File: src/rtl/acc_cpu_pkg.sv
package acc_cpu_pkg;
  localparam int BYTE_W = 8;
  localparam int OPND_W = 2 * BYTE_W;

  localparam logic [BYTE_W-1:0] OPC_LOAD  = 8'h91;
  localparam logic [BYTE_W-1:0] OPC_STORE = 8'h39;
  localparam logic [BYTE_W-1:0] OPC_CLEAR = 8'h08;
  localparam logic [BYTE_W-1:0] OPC_INCR  = 8'h10;
  localparam logic [BYTE_W-1:0] OPC_ADD   = 8'h99;
  localparam logic [BYTE_W-1:0] OPC_SUB   = 8'h61;
  localparam logic [BYTE_W-1:0] OPC_JUMP  = 8'h15;
  localparam logic [BYTE_W-1:0] OPC_JZERO = 8'h17;
  localparam logic [BYTE_W-1:0] OPC_JNEG  = 8'h19;
  localparam logic [BYTE_W-1:0] OPC_SHOW  = 8'h01;
  localparam logic [BYTE_W-1:0] OPC_HALT  = 8'h64;

  typedef enum logic [2:0] {
    ACC_HOLD, ACC_ZERO, ACC_INC, ACC_ADD, ACC_SUB, ACC_LOAD
  } accOp_e;

  // Strobes from the sequencer to the datapath
  typedef struct packed {
    logic   marFromPc;
    logic   marFromOp;
    logic   rwRead;
    logic   rwWrite;
    logic   mdrFromMem;
    logic   mdrFromAcc;
    logic   pcInc;
    logic   pcJump;
    logic   opLoad;
    logic   hiLoad;
    logic   loLoad;
    accOp_e accOp;
    logic   haltSet;
    logic   dispFire;
  } ctrl_t;
endpackage

File: src/rtl/acc_alu.sv
module acc_alu
  import acc_cpu_pkg::*;
(
  input  accOp_e            op,
  input  logic [BYTE_W-1:0] a,
  input  logic [BYTE_W-1:0] b,
  output logic [BYTE_W-1:0] res,
  output logic              zero,
  output logic              neg
);
  always_comb begin
    unique case (op)
      ACC_ZERO: res = '0;
      ACC_INC:  res = a + BYTE_W'(1);
      ACC_ADD:  res = a + b;
      ACC_SUB:  res = a - b;
      ACC_LOAD: res = b;
      default:  res = a;
    endcase
    zero = (res == '0);
    neg  = res[BYTE_W-1];
  end
endmodule

File: src/rtl/acc_datapath.sv
module acc_datapath
  import acc_cpu_pkg::*;
#(
  parameter int ADDR_W = 16
) (
  input  logic              clk,
  input  logic              rstN,
  input  ctrl_t             ctrl,
  input  logic [BYTE_W-1:0] memRdata,
  output logic [ADDR_W-1:0] marQ,
  output logic [BYTE_W-1:0] mdrQ,
  output logic              rwQ,
  output logic [BYTE_W-1:0] opcodeQ,
  output logic [BYTE_W-1:0] accQ,
  output logic              zQ,
  output logic              nQ,
  output logic              haltQ,
  output logic [BYTE_W-1:0] dispData,
  output logic              dispValid
);
  logic [ADDR_W-1:0] pcQ;
  logic [OPND_W-1:0] opAddrQ;
  logic [BYTE_W-1:0] aluRes;
  logic              aluZero;
  logic              aluNeg;
  logic              flagWrite;

  acc_alu u_alu (
    .op   (ctrl.accOp),
    .a    (accQ),
    .b    (mdrQ),
    .res  (aluRes),
    .zero (aluZero),
    .neg  (aluNeg)
  );

  // Load moves data but is not arithmetic; only these touch the flags
  assign flagWrite = (ctrl.accOp == ACC_ZERO) || (ctrl.accOp == ACC_INC) ||
                     (ctrl.accOp == ACC_ADD)  || (ctrl.accOp == ACC_SUB);

  always_ff @(posedge clk or negedge rstN) begin
    if (!rstN) begin
      marQ      <= '0;
      mdrQ      <= '0;
      rwQ       <= 1'b1;
      pcQ       <= '0;
      opcodeQ   <= '0;
      opAddrQ   <= '0;
      accQ      <= '0;
      zQ        <= 1'b0;
      nQ        <= 1'b0;
      haltQ     <= 1'b0;
      dispData  <= '0;
      dispValid <= 1'b0;
    end else begin
      if (ctrl.marFromPc)      marQ <= pcQ;
      else if (ctrl.marFromOp) marQ <= opAddrQ[ADDR_W-1:0];

      if (ctrl.rwRead)       rwQ <= 1'b1;
      else if (ctrl.rwWrite) rwQ <= 1'b0;

      if (ctrl.mdrFromMem)      mdrQ <= memRdata;
      else if (ctrl.mdrFromAcc) mdrQ <= accQ;

      if (ctrl.pcJump)     pcQ <= opAddrQ[ADDR_W-1:0];
      else if (ctrl.pcInc) pcQ <= pcQ + ADDR_W'(1);

      if (ctrl.opLoad) opcodeQ <= memRdata;
      if (ctrl.hiLoad) opAddrQ[OPND_W-1:BYTE_W] <= memRdata;
      if (ctrl.loLoad) opAddrQ[BYTE_W-1:0]      <= memRdata;

      if (ctrl.accOp != ACC_HOLD) accQ <= aluRes;
      if (flagWrite) begin
        zQ <= aluZero;
        nQ <= aluNeg;
      end

      if (ctrl.haltSet) haltQ <= 1'b1;

      dispValid <= ctrl.dispFire;
      if (ctrl.dispFire) dispData <= mdrQ;
    end
  end
endmodule

File: src/rtl/acc_control.sv
module acc_control
  import acc_cpu_pkg::*;
(
  input  logic              clk,
  input  logic              rstN,
  input  logic [BYTE_W-1:0] opcodeQ,
  input  logic              zQ,
  input  logic              nQ,
  output ctrl_t             ctrl,
  output logic              memStrobe
);
  typedef enum logic [3:0] {
    S_FETCH, S_OP_STB, S_OP_CAP, S_DECODE,
    S_HI_STB, S_HI_CAP, S_LO_STB, S_LO_CAP,
    S_EXEC, S_DATA_STB, S_DATA_CAP, S_FINISH,
    S_WR_STB, S_HALT
  } state_e;

  state_e state, nextState;

  always_ff @(posedge clk or negedge rstN) begin
    if (!rstN) state <= S_FETCH;
    else       state <= nextState;
  end

  always_comb begin
    ctrl      = '0;
    memStrobe = 1'b0;
    nextState = state;
    unique case (state)
      S_FETCH: begin
        ctrl.marFromPc = 1'b1;
        ctrl.rwRead    = 1'b1;
        nextState      = S_OP_STB;
      end
      S_OP_STB: begin
        memStrobe  = 1'b1;
        ctrl.pcInc = 1'b1;
        nextState  = S_OP_CAP;
      end
      S_OP_CAP: begin
        ctrl.opLoad     = 1'b1;
        ctrl.mdrFromMem = 1'b1;
        nextState       = S_DECODE;
      end
      S_DECODE: begin
        if (opcodeQ[0]) begin
          ctrl.marFromPc = 1'b1;
          ctrl.rwRead    = 1'b1;
          nextState      = S_HI_STB;
        end else begin
          nextState = S_EXEC;
        end
      end
      S_HI_STB: begin
        memStrobe  = 1'b1;
        ctrl.pcInc = 1'b1;
        nextState  = S_HI_CAP;
      end
      S_HI_CAP: begin
        ctrl.hiLoad     = 1'b1;
        ctrl.mdrFromMem = 1'b1;
        ctrl.marFromPc  = 1'b1;
        ctrl.rwRead     = 1'b1;
        nextState       = S_LO_STB;
      end
      S_LO_STB: begin
        memStrobe  = 1'b1;
        ctrl.pcInc = 1'b1;
        nextState  = S_LO_CAP;
      end
      S_LO_CAP: begin
        ctrl.loLoad     = 1'b1;
        ctrl.mdrFromMem = 1'b1;
        nextState       = S_EXEC;
      end
      S_EXEC: begin
        nextState = S_FETCH;
        case (opcodeQ)
          OPC_LOAD, OPC_ADD, OPC_SUB, OPC_SHOW: begin
            ctrl.marFromOp = 1'b1;
            ctrl.rwRead    = 1'b1;
            nextState      = S_DATA_STB;
          end
          OPC_STORE: begin
            ctrl.marFromOp  = 1'b1;
            ctrl.rwWrite    = 1'b1;
            ctrl.mdrFromAcc = 1'b1;
            nextState       = S_WR_STB;
          end
          OPC_CLEAR: ctrl.accOp  = ACC_ZERO;
          OPC_INCR:  ctrl.accOp  = ACC_INC;
          OPC_JUMP:  ctrl.pcJump = 1'b1;
          OPC_JZERO: ctrl.pcJump = zQ;
          OPC_JNEG:  ctrl.pcJump = nQ;
          default: begin
            ctrl.haltSet = 1'b1;
            nextState    = S_HALT;
          end
        endcase
      end
      S_DATA_STB: begin
        memStrobe = 1'b1;
        nextState = S_DATA_CAP;
      end
      S_DATA_CAP: begin
        ctrl.mdrFromMem = 1'b1;
        nextState       = S_FINISH;
      end
      S_FINISH: begin
        nextState = S_FETCH;
        case (opcodeQ)
          OPC_LOAD: ctrl.accOp    = ACC_LOAD;
          OPC_ADD:  ctrl.accOp    = ACC_ADD;
          OPC_SUB:  ctrl.accOp    = ACC_SUB;
          default:  ctrl.dispFire = 1'b1;
        endcase
      end
      S_WR_STB: begin
        memStrobe = 1'b1;
        nextState = S_FETCH;
      end
      S_HALT: nextState = S_HALT;
      default: nextState = S_HALT;
    endcase
  end
endmodule

File: src/rtl/acc_cpu.sv
module acc_cpu
  import acc_cpu_pkg::*;
#(
  parameter int ADDR_W = 16
) (
  input  logic              clk,
  input  logic              rstN,
  output logic [ADDR_W-1:0] memAddr,
  output logic [BYTE_W-1:0] memWdata,
  output logic              memRnw,
  output logic              memStrobe,
  input  logic [BYTE_W-1:0] memRdata,
  output logic [BYTE_W-1:0] dispData,
  output logic              dispValid,
  output logic [BYTE_W-1:0] acc,
  output logic              flagZ,
  output logic              flagN,
  output logic              halted
);
  ctrl_t             ctrl;
  logic [BYTE_W-1:0] opcodeQ;

  acc_control u_control (
    .clk       (clk),
    .rstN      (rstN),
    .opcodeQ   (opcodeQ),
    .zQ        (flagZ),
    .nQ        (flagN),
    .ctrl      (ctrl),
    .memStrobe (memStrobe)
  );

  acc_datapath #(.ADDR_W(ADDR_W)) u_datapath (
    .clk       (clk),
    .rstN      (rstN),
    .ctrl      (ctrl),
    .memRdata  (memRdata),
    .marQ      (memAddr),
    .mdrQ      (memWdata),
    .rwQ       (memRnw),
    .opcodeQ   (opcodeQ),
    .accQ      (acc),
    .zQ        (flagZ),
    .nQ        (flagN),
    .haltQ     (halted),
    .dispData  (dispData),
    .dispValid (dispValid)
  );
endmodule

File: config.mk
export PLATFORM = sky130hd
export DESIGN_NAME = acc_cpu
export DESIGN_NICKNAME = d
export VERILOG_FILES = /design/src/rtl/acc_cpu_pkg.sv /design/src/rtl/acc_alu.sv /design/src/rtl/acc_datapath.sv /design/src/rtl/acc_control.sv /design/src/rtl/acc_cpu.sv
export SDC_FILE = /design/constraint.sdc
export NUM_CORES = 1
export LEC_CHECK = 0
export ABC_AREA = 1
export BUFFER_PORTS_ARGS = -buffer_cell sky130_fd_sc_hd__buf_2
export CORE_MARGIN = 2
export CORE_UTILIZATION = 55
export DETAILED_ROUTE_END_ITERATION = 7
export GPL_ROUTABILITY_DRIVEN = 0
export PLACE_DENSITY = 0.74
export SYNTH_ARGS = -nofsm -noshare
export SYNTH_HDL_FRONTEND = slang
export SYNTH_SLANG_ARGS = --single-unit
File: constraint.sdc
create_clock -name clk -period 4.2 [get_ports clk]
set_clock_uncertainty 0.15 [all_clocks]
set_input_delay 0.63 -clock clk [delete_from_list [all_inputs] [get_ports clk]]
set_output_delay 0.63 -clock clk [all_outputs]
set_load 0.03 [all_outputs]
==> key figures, run 1 <==
Status
  • Outcome: completed

Hold path
  • Hold Crit Class: primary input to async pin

Critical path
  • Data required time at the worst endpoint: 4.35 ns
  • Crit-path max FO: 11
  • Worst Setup End Kind: flop
  • Crit path top cell by count: nand2_1
  • Crit path launch type: flop
  • CP max stage delay: 0.38 ns
  • Kind of critical path: flop to flop
  • Worst path top cell family by delay: simple AND/OR/NAND/NOR gates
  • Slowest cell on crit path: dfrtp_1
  • Worst Path Arrival: 3.79 ns
  • Buf/Inv on CP: 4

CTS
  • Num Clock Sinks: 89
  • Worst-path clk slew: 0.10 ns
  • CTS root buffer: clkbuf_8
  • Hold buffer count at cts: 0
  • Num CTS Buffers: 9
  • Bufs on Longest Clock Path: 2
  • Post-CTS Resized: 0
  • TritonCTS clock tree: done
  • Clk_lat worst skew: around 0.36 ns
  • Setup bufs post-CTS: 0
  • H-tree levels: 3

Yosys
  • EDFF count, synth: 0
  • Share of the synthesized area in the top cell type: between 40% and 50%
  • Async set-reset flop share out of synthesis: 100%
  • Syn Nets: 650
  • Seq/Total Area, Yosys: 44.1%
  • Synth Cell Area: 5050 um^2
  • Syn avg cell area: 8.02 um^2
  • Largest cells by area after synthesis: dfrtp_1 44%, nand2_1 9.7%, o21ai_0 6.3%
  • Cell taking the most area after synthesis: dfrtp_1
  • Yosys cell types: 49
  • Post-Synthesis Cells: 630
  • Synth cell count leaders: 131 x nand2_1, 88 x dfrtp_1, 78 x inv_1
  • Top-count cell post-synth: nand2_1
  • Number of synthesized register bits: 89
  • Prevailing post-synth register cell: dfrtp_1
  • Yosys warns: 0

Finish
  • Core Util, Final: 64.3%
  • FILL cells: about 760
  • Ant. Diodes: 0
  • Nets: 706
  • Share of cells above drive strength 1: 17.2%
  • Synth-to-Final Area Change: 12.0%

Timing
  • RSZ-0062 raised after global routing: false
  • Crit share post-route: between 80% and 90%
  • Slew at the pin closest to its max-slew limit: 0.822 ns
  • Fin crit period: 3.64 ns
  • Max frequency: 275 MHz
  • Fin. Hold Viols: 0
  • Setup TNS: 0 ns
  • # setup viols final: 0
  • Relative slew slack: 45.2%
  • Fin. max-slew vios: 0

Global route
  • Initial antenna violation count: 0
  • Pin count of the biggest net entering global routing: 68
  • GRT overflow: 0
  • First-pass GRT wire length: between 20,000 and 25,000 um
  • Global Route Usage Sum: 25.7%
  • Vias in the first global route: around 4,300

Floorplanning
  • Die H: 99.9 um
  • Core Region: ~8800 um^2
  • DIE WIDTH: 99.9 um
  • Die area: 9970 um^2
  • Initial Util: 57.4%
  • Rows: 34
  • IO Pins: 56

Routing
  • 1st-iter DRT viols: 247
  • Antenna Nets Post-Route: 0
  • DR WL/cell: approximately 15 um
  • Routed WL: 12,200 um
  • TritonRoute pass-1 iters: 5
  • Vias per std cell: 5.61
  • Via count: 4,483
  • Remaining DRCs: 0

Place
  • Hpwl dp: 9170 um
  • PortBufs: 55

Run
  • Max Cap Viol: 0

Power and ir drop
  • Leakage: 2.78 nW
  • Worst VDD drop: 271 uV
  • Pwr dens: 709 nW/um^2
  • Total power draw: 4.01 mW
==> per-layer routing <==
| metal | vias up | global-route usage [%] | wire [um] |
|---|---|---|---|
| li1 | 2193 | - | - |
| met1 | 2106 | 33.9 | 5420 |
| met2 | 152 | 43.1 | 5830 |
| met3 | 32 | 3.20 | 610 |
| met4 | 0 | 10.7 | 340 |
| met5 | - | 0 | 0 |
==> layout make-up <==
class,count,area (um^2),area share [%]
clock inverter,6,96.3,1.70
tap,108,135,2.39
sequential,89,2230,39.4
timing repair buffer,60,315,5.57
inverter,85,332,5.86
multi-input combinational,441,2410,42.7
clock buffer,10,138,2.43
==> cells in the final DEF (no fill, tap or decap), drive strengths merged, types with 4 or more instances in the layout <==
cell type / Yosys / routed
a211oi: 4 / 4
o211ai: 10 / 10
o21ai: 68 / 68
clkbuf: 7 / 10
nor3: 17 / 17
o22ai: 4 / 4
nand2: 143 / 143
nand4: 15 / 15
inv: 85 / 87
xnor2: 4 / 4
buf: 8 / 60
ha: 9 / 9
a21oi: 34 / 34
nand3: 36 / 36
xor2: 9 / 9
dfrtp: 88 / 88
nor2: 67 / 67
==> logic make-up after synthesis <==
| kind of cell | Yosys count | synth area share (%) |
|---|---|---|
| xor gates and xnor gates | 13 | 2.25 |
| AOI/OAI and AO/OA | 133 | 15.0 |
| DFF | 89 | 44.1 |
| and+or+nand+nor | 284 | 27.7 |
| adders and majority gates | 10 | 2.62 |
| muxes | 1 | 0.223 |
| buffers and inverters | 100 | 8.15 |
==> worst register-to-register path: cells and delay by family, from the launching register on <==
kind            cells  cell delay, ns
compound gates      3            0.38
fa+ha+maj           1            0.31
simple gates       17            1.85
buf+inv             4            0.53
flops               1            0.38
==> per-stage QoR <==
| step | hold slack (ns) | area (um^2) | worst slack (ns) | instances |
|---|---|---|---|---|
| 2_1_floorplan | 0.184 | 5050 | 1.03 | 630 |
| 3_5_place_dp | 0.306 | 5420 | 0.675 | 783 |
| 5_1_grt | 0.278 | 5660 | 0.206 | 799 |
| 6_report | 0.210 | 5660 | 0.559 | 799 |
| 3_3_place_gp | 0.306 | 5420 | 0.805 | 783 |
| 4_1_cts | 0.236 | 5660 | 0.619 | 799 |
==> registers in the layout, indices dropped and copies added (netlist names) <==
name	cells
u_datapath.marQ	16
u_datapath.opAddrQ	16
u_datapath.pcQ	16
u_datapath.accQ	8
u_datapath.dispData	8
u_datapath.mdrQ	8
u_datapath.opcodeQ	8
u_control.state	4
u_datapath.dispValid	1
u_datapath.haltQ	1
u_datapath.nQ	1
u_datapath.rwQ	1
u_datapath.zQ	1
==> worst paths after layout <==
kind	startpoint	end	slack, ns	cells past startpoint
worst min-delay path	rstN	u_datapath.marQ[11]	0.21	1
worst min register to register	u_datapath.haltQ	u_datapath.haltQ	0.32	1
worst max-delay path	u_datapath.opcodeQ[1]	u_datapath.zQ	0.56	25
max in group asynchronous	rstN	u_datapath.pcQ[9]	2.86	2
min in group clk	u_datapath.haltQ	u_datapath.haltQ	0.32	1
worst max register to register	u_datapath.opcodeQ[1]	u_datapath.zQ	0.56	25
==> power breakdown <==
part / total [mW] / switching [mW] / internal (mW)
clock network: 0.682 / 0.323 / 0.359
logic: 1.89 / 1.33 / 0.557
registers: 1.44 / 0.250 / 1.19
total: 4.01 / 1.90 / 2.11
(Power assumes the default switching activity.)
==> inputs of run 2 (changes only) <==
--- a/config.mk
+++ b/config.mk
@@ -7,6 +7,7 @@
 export LEC_CHECK = 0
 export ABC_AREA = 1
 export BUFFER_PORTS_ARGS = -buffer_cell sky130_fd_sc_hd__buf_2
+export CORE_ASPECT_RATIO = 1.1
 export CORE_MARGIN = 2
 export CORE_UTILIZATION = 55
 export DETAILED_ROUTE_END_ITERATION = 7
==> key figures, run 2 (same netlist as run 1, synthesis figures left out) <==
Global route
  • Vias in the first global route: 4,264 (was 4,293)
  • Initial antenna violation count: 0 (unchanged)
  • GRT overflow: 0 (unchanged)
  • Global Route Usage Sum: 26.8% (was 25.7%)
  • Pin count of the biggest net entering global routing: 69 (was 68)
  • First-pass GRT wire length: 20,900 um (was 20,400 um)

Critical path
  • Kind of critical path: flop to flop (unchanged)
  • Crit-path max FO: 11 (unchanged)
  • Worst Setup End Kind: flop (unchanged)
  • Crit path launch type: flop (unchanged)
  • Worst Path Arrival: 3.79 ns (about the same)
  • Data required time at the worst endpoint: 4.36 ns (was 4.35 ns)

CTS
  • Bufs on Longest Clock Path: 2 (unchanged)
  • TritonCTS clock tree: done (unchanged)
  • Num Clock Sinks: 89 (unchanged)
  • Post-CTS Resized: 0 (unchanged)
  • Clk_lat worst skew: 0.36 ns (about the same)
  • Setup bufs post-CTS: 0 (unchanged)
  • Num CTS Buffers: 9 (unchanged)
  • Hold buffer count at cts: 0 (unchanged)
  • Worst-path clk slew: 0.08 ns (was 0.10 ns)
  • H-tree levels: 3 (unchanged)
  • CTS root buffer: clkbuf_8 (unchanged)

Place
  • Placed Instance Area: 5430 um^2 (was 5420 um^2)
  • PortBufs: 55 (unchanged)
  • Inst Count DP: 789 (was 783)
  • Hpwl dp: 9430 um (was 9170 um)

Finish
  • Share of cells above drive strength 1: 16.7% (was 17.2%)
  • Design Area, Final: 5610 um^2 (was 5660 um^2)
  • Top Registers: u_datapath.marQ x16, u_datapath.opAddrQ x16, u_datapath.pcQ x16 (unchanged)
  • Ant. Diodes: 0 (unchanged)
  • Commonest non-fill, non-tap cells in the layout: 131 x nand2_1, 88 x dfrtp_1, 78 x inv_1 (unchanged)
  • Synth-to-Final Area Change: 11.0% (was 12.0%)
  • Most common cell after layout, fill and taps aside: nand2_1 (unchanged)
  • Cell Count, Final, Fillers Out: 804 (was 799)
  • Nets: 706 (unchanged)

Routing
  • 1st-iter DRT viols: 343 (was 247)
  • TritonRoute pass-1 iters: 5 (unchanged)
  • DR WL/cell: 15.8 um (was 15.3 um)
  • Routed WL: 12,700 um (was 12,200 um)
  • Vias per std cell: 5.64 (was 5.61)
  • Via count: 4,535 (was 4,483)
  • Antenna Nets Post-Route: 0 (unchanged)
  • Remaining DRCs: 0 (unchanged)

Timing
  • Final hold slack: 0.226 ns (was 0.210 ns)
  • Slew at the pin closest to its max-slew limit: 0.851 ns (was 0.822 ns)
  • Fin. max-slew vios: 0 (unchanged)
  • Crit share post-route: 86.4% (was 86.7%)
  • # setup viols final: 0 (unchanged)
  • RSZ-0062 raised after global routing: false (unchanged)
  • Setup TNS: 0 ns (unchanged)
  • Relative slew slack: 43.3% (was 45.2%)
  • Max frequency: 275 MHz (about the same)
  • Fin. Hold Viols: 0 (unchanged)
  • Fin crit period: 3.63 ns (was 3.64 ns)

Floorplanning
  • Initial Util: 56.7% (was 57.4%)
  • DIE WIDTH: 95.4 um (was 99.9 um)
  • Core Region: 8920 um^2 (was 8810 um^2)
  • Rows: 36 (was 34)
  • Die area: 9970 um^2 (about the same)
  • Die H: 105 um (was 99.9 um)
  • IO Pins: 56 (unchanged)

Power and ir drop
  • Leakage: 2.75 nW (was 2.78 nW)
  • Pwr dens: 699 nW/um^2 (was 709 nW/um^2)
  • Worst VDD drop: 231 uV (was 271 uV)
  • Total power draw: 3.92 mW (was 4.01 mW)

Status
  • Outcome: completed (unchanged)

Hold path
  • Hold Crit Class: primary input to async pin (unchanged)

Run
  • Max Cap Viol: 0 (unchanged)
-- run 2: critical path: stages, from the launching register on --
cell and delay, ns:
dfrtp_1 0.37, inv_1 0.12, nand2_1 0.13, nor2_1 0.22, nand2_1 0.10, nand2_1 0.09, nand2_1 0.05, buf_4 0.18
inv_1 0.19, nand2_4 0.10, nand2_4 0.12, nand2_1 0.07, ha_1 0.21, fa_1 0.45, nor3_1 0.23, nor2_1 0.10
xnor2_1 0.13, nand2_1 0.06, nand3_1 0.09, nor2_1 0.10, nand2_1 0.06, nor2_1 0.11, nand3_1 0.08, nand2_1 0.06
-- run 2: stage by stage --
step	util, %	worst slack (ns)
after CTS	62.9	0.607
after global placement	60.9	0.784
after global routing	62.9	0.306
after detailed placement	60.9	0.667
after floorplan	-	1.03
final	62.9	0.570
-- run 2: final timing paths --
kind	startpoint	end	slack, ns	cells after the start
max in group asynchronous	rstN	u_datapath.pcQ[10]	2.86	2
setup reg to reg	u_datapath.opcodeQ[1]	u_datapath.zQ	0.57	23
setup / recovery	u_datapath.opcodeQ[1]	u_datapath.zQ	0.57	23
min in group clk	u_datapath.rwQ	u_datapath.rwQ	0.32	2
hold reg to reg	u_datapath.rwQ	u_datapath.rwQ	0.32	2
hold / removal	rstN	u_datapath.marQ[13]	0.23	1
-- run 2: final cells by class --
cell class                      instances  area [um^2]
Clock buffer                           12          135
Clock inverter                          3         42.5
Fill cell                             812         3310
Inverter                               85          332
Multi-Input combinational cell        441         2410
Sequential cell                        89         2230
Tap cell                              114          143
Timing Repair Buffer                   60          315
-- run 2: where the power goes --
part	internal, mW	switching [mW]
Clock	0.272	0.303
Sequential	1.19	0.249
Combinational	0.556	1.35
-- run 2: per-layer routing --
| layer | GRT usage, % | vias up | part of all wire (%) |
|---|---|---|---|
| met4 | 12.3 | 0 | 3.1 |
| li1 | - | 2192 | - |
| met3 | 3.24 | 37 | 4.7 |
| met2 | 43.4 | 165 | 49 |
| met5 | 0 | - | 0 |
| met1 | 35.6 | 2141 | 44 |
==> inputs of run 3 (changes only) <==
--- a/config.mk
+++ b/config.mk
@@ -9,7 +9,7 @@
 export BUFFER_PORTS_ARGS = -buffer_cell sky130_fd_sc_hd__buf_2
 export CORE_ASPECT_RATIO = 1.1
 export CORE_MARGIN = 2
-export CORE_UTILIZATION = 55
+export CORE_UTILIZATION = 53
 export DETAILED_ROUTE_END_ITERATION = 7
 export GPL_ROUTABILITY_DRIVEN = 0
 export PLACE_DENSITY = 0.74
==> constraint.sdc (replaced) <==
create_clock -name clk -period 2.95 [get_ports clk]
set_clock_uncertainty 0.15 [all_clocks]
set_input_delay 0.4425 -clock clk [delete_from_list [all_inputs] [get_ports clk]]
set_output_delay 0.4425 -clock clk [all_outputs]
set_load 0.03 [all_outputs]
==> key figures, run 3 (same netlist as run 1, synthesis figures left out) <==
Routing
  • Vias per std cell: 5.59 (was 5.64)
  • TritonRoute pass-1 iters: 5 (unchanged)
  • Metal2 WL: 6940 um (was 6160 um)
  • Met3 Wirelength: 896 um (was 594 um)
  • DR WL/cell: 15.8 um (about the same)
  • Remaining DRCs: 0 (unchanged)
  • 1st-iter DRT viols: 293 (was 343)
  • Top layer in use: met4 (unchanged)
  • Antenna Nets Post-Route: 0 (unchanged)
  • Routed WL: 13,700 um (was 12,700 um)
  • Via count: 4,859 (was 4,535)
  • M1 WL: 5490 um (was 5540 um)

Power and ir drop
  • Power Internal: 3.24 mW (was 2.02 mW)
  • Leakage: 3.12 nW (was 2.75 nW)
  • Sw Share: 47.3% (was 48.5%)
  • Clock power frac: 14.7% (was 14.6%)
  • Pwr dens: 974 nW/um^2 (was 699 nW/um^2)
  • Psw: 2.91 mW (was 1.90 mW)
  • Reg power frac: 33.2% (was 36.8%)
  • Worst VDD drop: 522 uV (was 231 uV)
  • Logic pwr share: 52.1% (was 48.6%)

Global route
  • GRT overflow: 0 (unchanged)
  • First-pass GRT wire length: 21,500 um (was 20,900 um)
  • Initial antenna violation count: 0 (unchanged)
  • Global Route Usage Sum: 26.0% (was 26.8%)
  • Pin count of the biggest net entering global routing: 52 (was 69)
  • Vias in the first global route: 4,613 (was 4,264)

CTS
  • H-tree levels: 3 (unchanged)
  • TritonCTS clock tree: done (unchanged)
  • Num Clock Sinks: 89 (unchanged)
  • Num CTS Buffers: 9 (unchanged)
  • Bufs on Longest Clock Path: 2 (unchanged)
  • Worst-path clk slew: 0.09 ns (was 0.08 ns)
  • CTS root buffer: clkbuf_8 (unchanged)
  • Clk_lat worst skew: 0.36 ns (about the same)

Finish
  • Share of cells above drive strength 1: 29.7% (was 16.7%)
  • Ant. Diodes: 0 (unchanged)
  • Synth-to-Final Area Change: 25.0% (was 11.0%)
  • FILL cells: 745 (was 812)
  • Nets: 767 (was 706)
  • Core Util, Final: 67.9% (was 62.9%)
  • Top Registers: u_datapath.marQ x16, u_datapath.opAddrQ x16, u_datapath.pcQ x16 (unchanged)
  • Commonest non-fill, non-tap cells in the layout: 119 x nand2_1, 86 x dfrtp_1, 68 x inv_1 (was 131 x nand2_1, 88 x dfrtp_1, 78 x inv_1)
  • Most common cell after layout, fill and taps aside: nand2_1 (unchanged)

Floorplanning
  • Die area: 10,300 um^2 (was 9970 um^2)
  • Rows: 37 (was 36)
  • Initial Util: 54.3% (was 56.7%)
  • Die H: 106 um (was 105 um)
  • Core Region: 9310 um^2 (was 8920 um^2)
  • IO Pins: 56 (unchanged)
  • DIE WIDTH: 97.1 um (was 95.4 um)

Place
  • Hpwl dp: 9590 um (was 9430 um)
  • PortBufs: 55 (unchanged)
  • Dpl ws: -0.272 ns (was 0.667 ns)

Critical path
  • Crit path launch type: flop (unchanged)
  • Worst Path Arrival: 3.33 ns (was 3.79 ns)
  • Crit-path max FO: 6 (was 11)
  • Worst Setup End Kind: flop (unchanged)
  • Reg2Reg Depth: 25 (was 23)
  • Kind of critical path: flop to flop (unchanged)
  • Data required time at the worst endpoint: 3.10 ns (was 4.36 ns)

Timing
  • Fin crit period: 3.18 ns (was 3.63 ns)
  • Max frequency: 314 MHz (was 275 MHz)
  • Relative slew slack: 55.7% (was 43.3%)
  • Crit share post-route: 108% (was 86.4%)
  • Fin. max-slew vios: 0 (unchanged)
  • Fin. Hold Viols: 0 (unchanged)
  • Slew at the pin closest to its max-slew limit: 0.665 ns (was 0.851 ns)
  • Final worst slack: -0.234 ns (was 0.570 ns)
  • # setup viols final: 3 (was 0)
  • RSZ-0062 raised after global routing: true (was false)

Status
  • Failing checks: negative setup slack
  • Outcome: finished, violations left (was completed)

Hold path
  • Hold Crit Class: primary input to flop (was primary input to async pin)
  • Hold path cells: 3

Run
  • Max Cap Viol: 0 (unchanged)
## run 3: cell types whose count changed in the layout (fill, tap and decap cells not counted), sizes merged
cell | before | now
buf | 60 | 120
clkbuf | 12 | 11
clkinv | 1 | 2
clkinvlp | 1 | 0
dlygate4sd3 | 0 | 1
inv | 85 | 87
## run 3: cell type report
type / instances / area, um^2 / area share, %
Timing Repair Buffer: 121 / 796 / 12.6
Clock buffer: 11 / 151 / 2.40
Sequential cell: 89 / 2230 / 35.3
Clock inverter: 5 / 61.3 / 0.971
Tap cell: 117 / 146 / 2.32
Inverter: 85 / 334 / 5.29
Multi-Input combinational cell: 441 / 2590 / 41.1
## run 3: worst max-delay path, stage by stage (launching register included)
cell and delay, ns:
dfrtp_1 0.41, inv_2 0.08, nand2_2 0.09, nor2_4 0.15
nand2_2 0.10, nand2_2 0.08, nand2_2 0.09, nand2_8 0.09
nor2_4 0.04, nand2_4 0.10, nand2_4 0.08, o21ai_2 0.06
a21oi_1 0.05, ha_1 0.36, buf_4 0.13, nand2_1 0.08
nor3_2 0.20, nor2_1 0.08, xnor2_1 0.12, nand2_1 0.08
nand3_2 0.07, nor2_1 0.12, nand2_1 0.08, nor2_1 0.10
nand3_1 0.08, nand2_1 0.06
## run 3: final timing paths
path	start	end	slack, ns
min in group asynchronous	rstN	u_datapath.marQ[11]	0.51
hold / removal	memRdata[7]	u_datapath.opAddrQ[15]	0.24
setup reg to reg	u_datapath.opcodeQ[3]	u_datapath.zQ	-0.23
hold reg to reg	u_datapath.rwQ	u_datapath.rwQ	0.32
setup / recovery	u_datapath.opcodeQ[3]	u_datapath.zQ	-0.23
max in group asynchronous	rstN	u_datapath.dispData[4]	1.48
## run 3: repair_timing
action                                 CTS  global route
endpoints found under the hold margin   46             0
pin swaps                               19            24
buffers inserted                        13             9
hold buffers                             1             0
setup endpoints to repair                4             6
gates resized for setup                 26            29
## run 3: power groups by stage
stage	clock network [mW]	registers, mW	logic (mW)
floorplan	0	2.41	1.62
global placement	0	2.03	2.84
detailed placement	0	2.05	2.91
CTS	0.917	2.03	3.10
global route	0.964	2.10	3.53
finish	0.902	2.04	3.21
## run 3: routing by layer
layer,vias up,GRT usage (%)
met2,222,45.6
met1,2283,31.9
met5,-,0
li1,2321,-
met3,33,3.94
met4,0,11.0
## run 3: metrics by stage
stage          cells  TNS, ns  power [mW]  hold WS, ns  cell area (um^2)
3_5_place_dp     830   -0.565        4.96        0.307              5750
4_1_cts          860   -0.154        6.04        0.223              6140
6_report         869   -0.366        6.15        0.235              6310
5_1_grt          869    -1.04        6.59        0.239              6310
2_1_floorplan    630  -0.0890        4.04     -0.00309              5070
3_3_place_gp     830   -0.178        4.87        0.309              5750
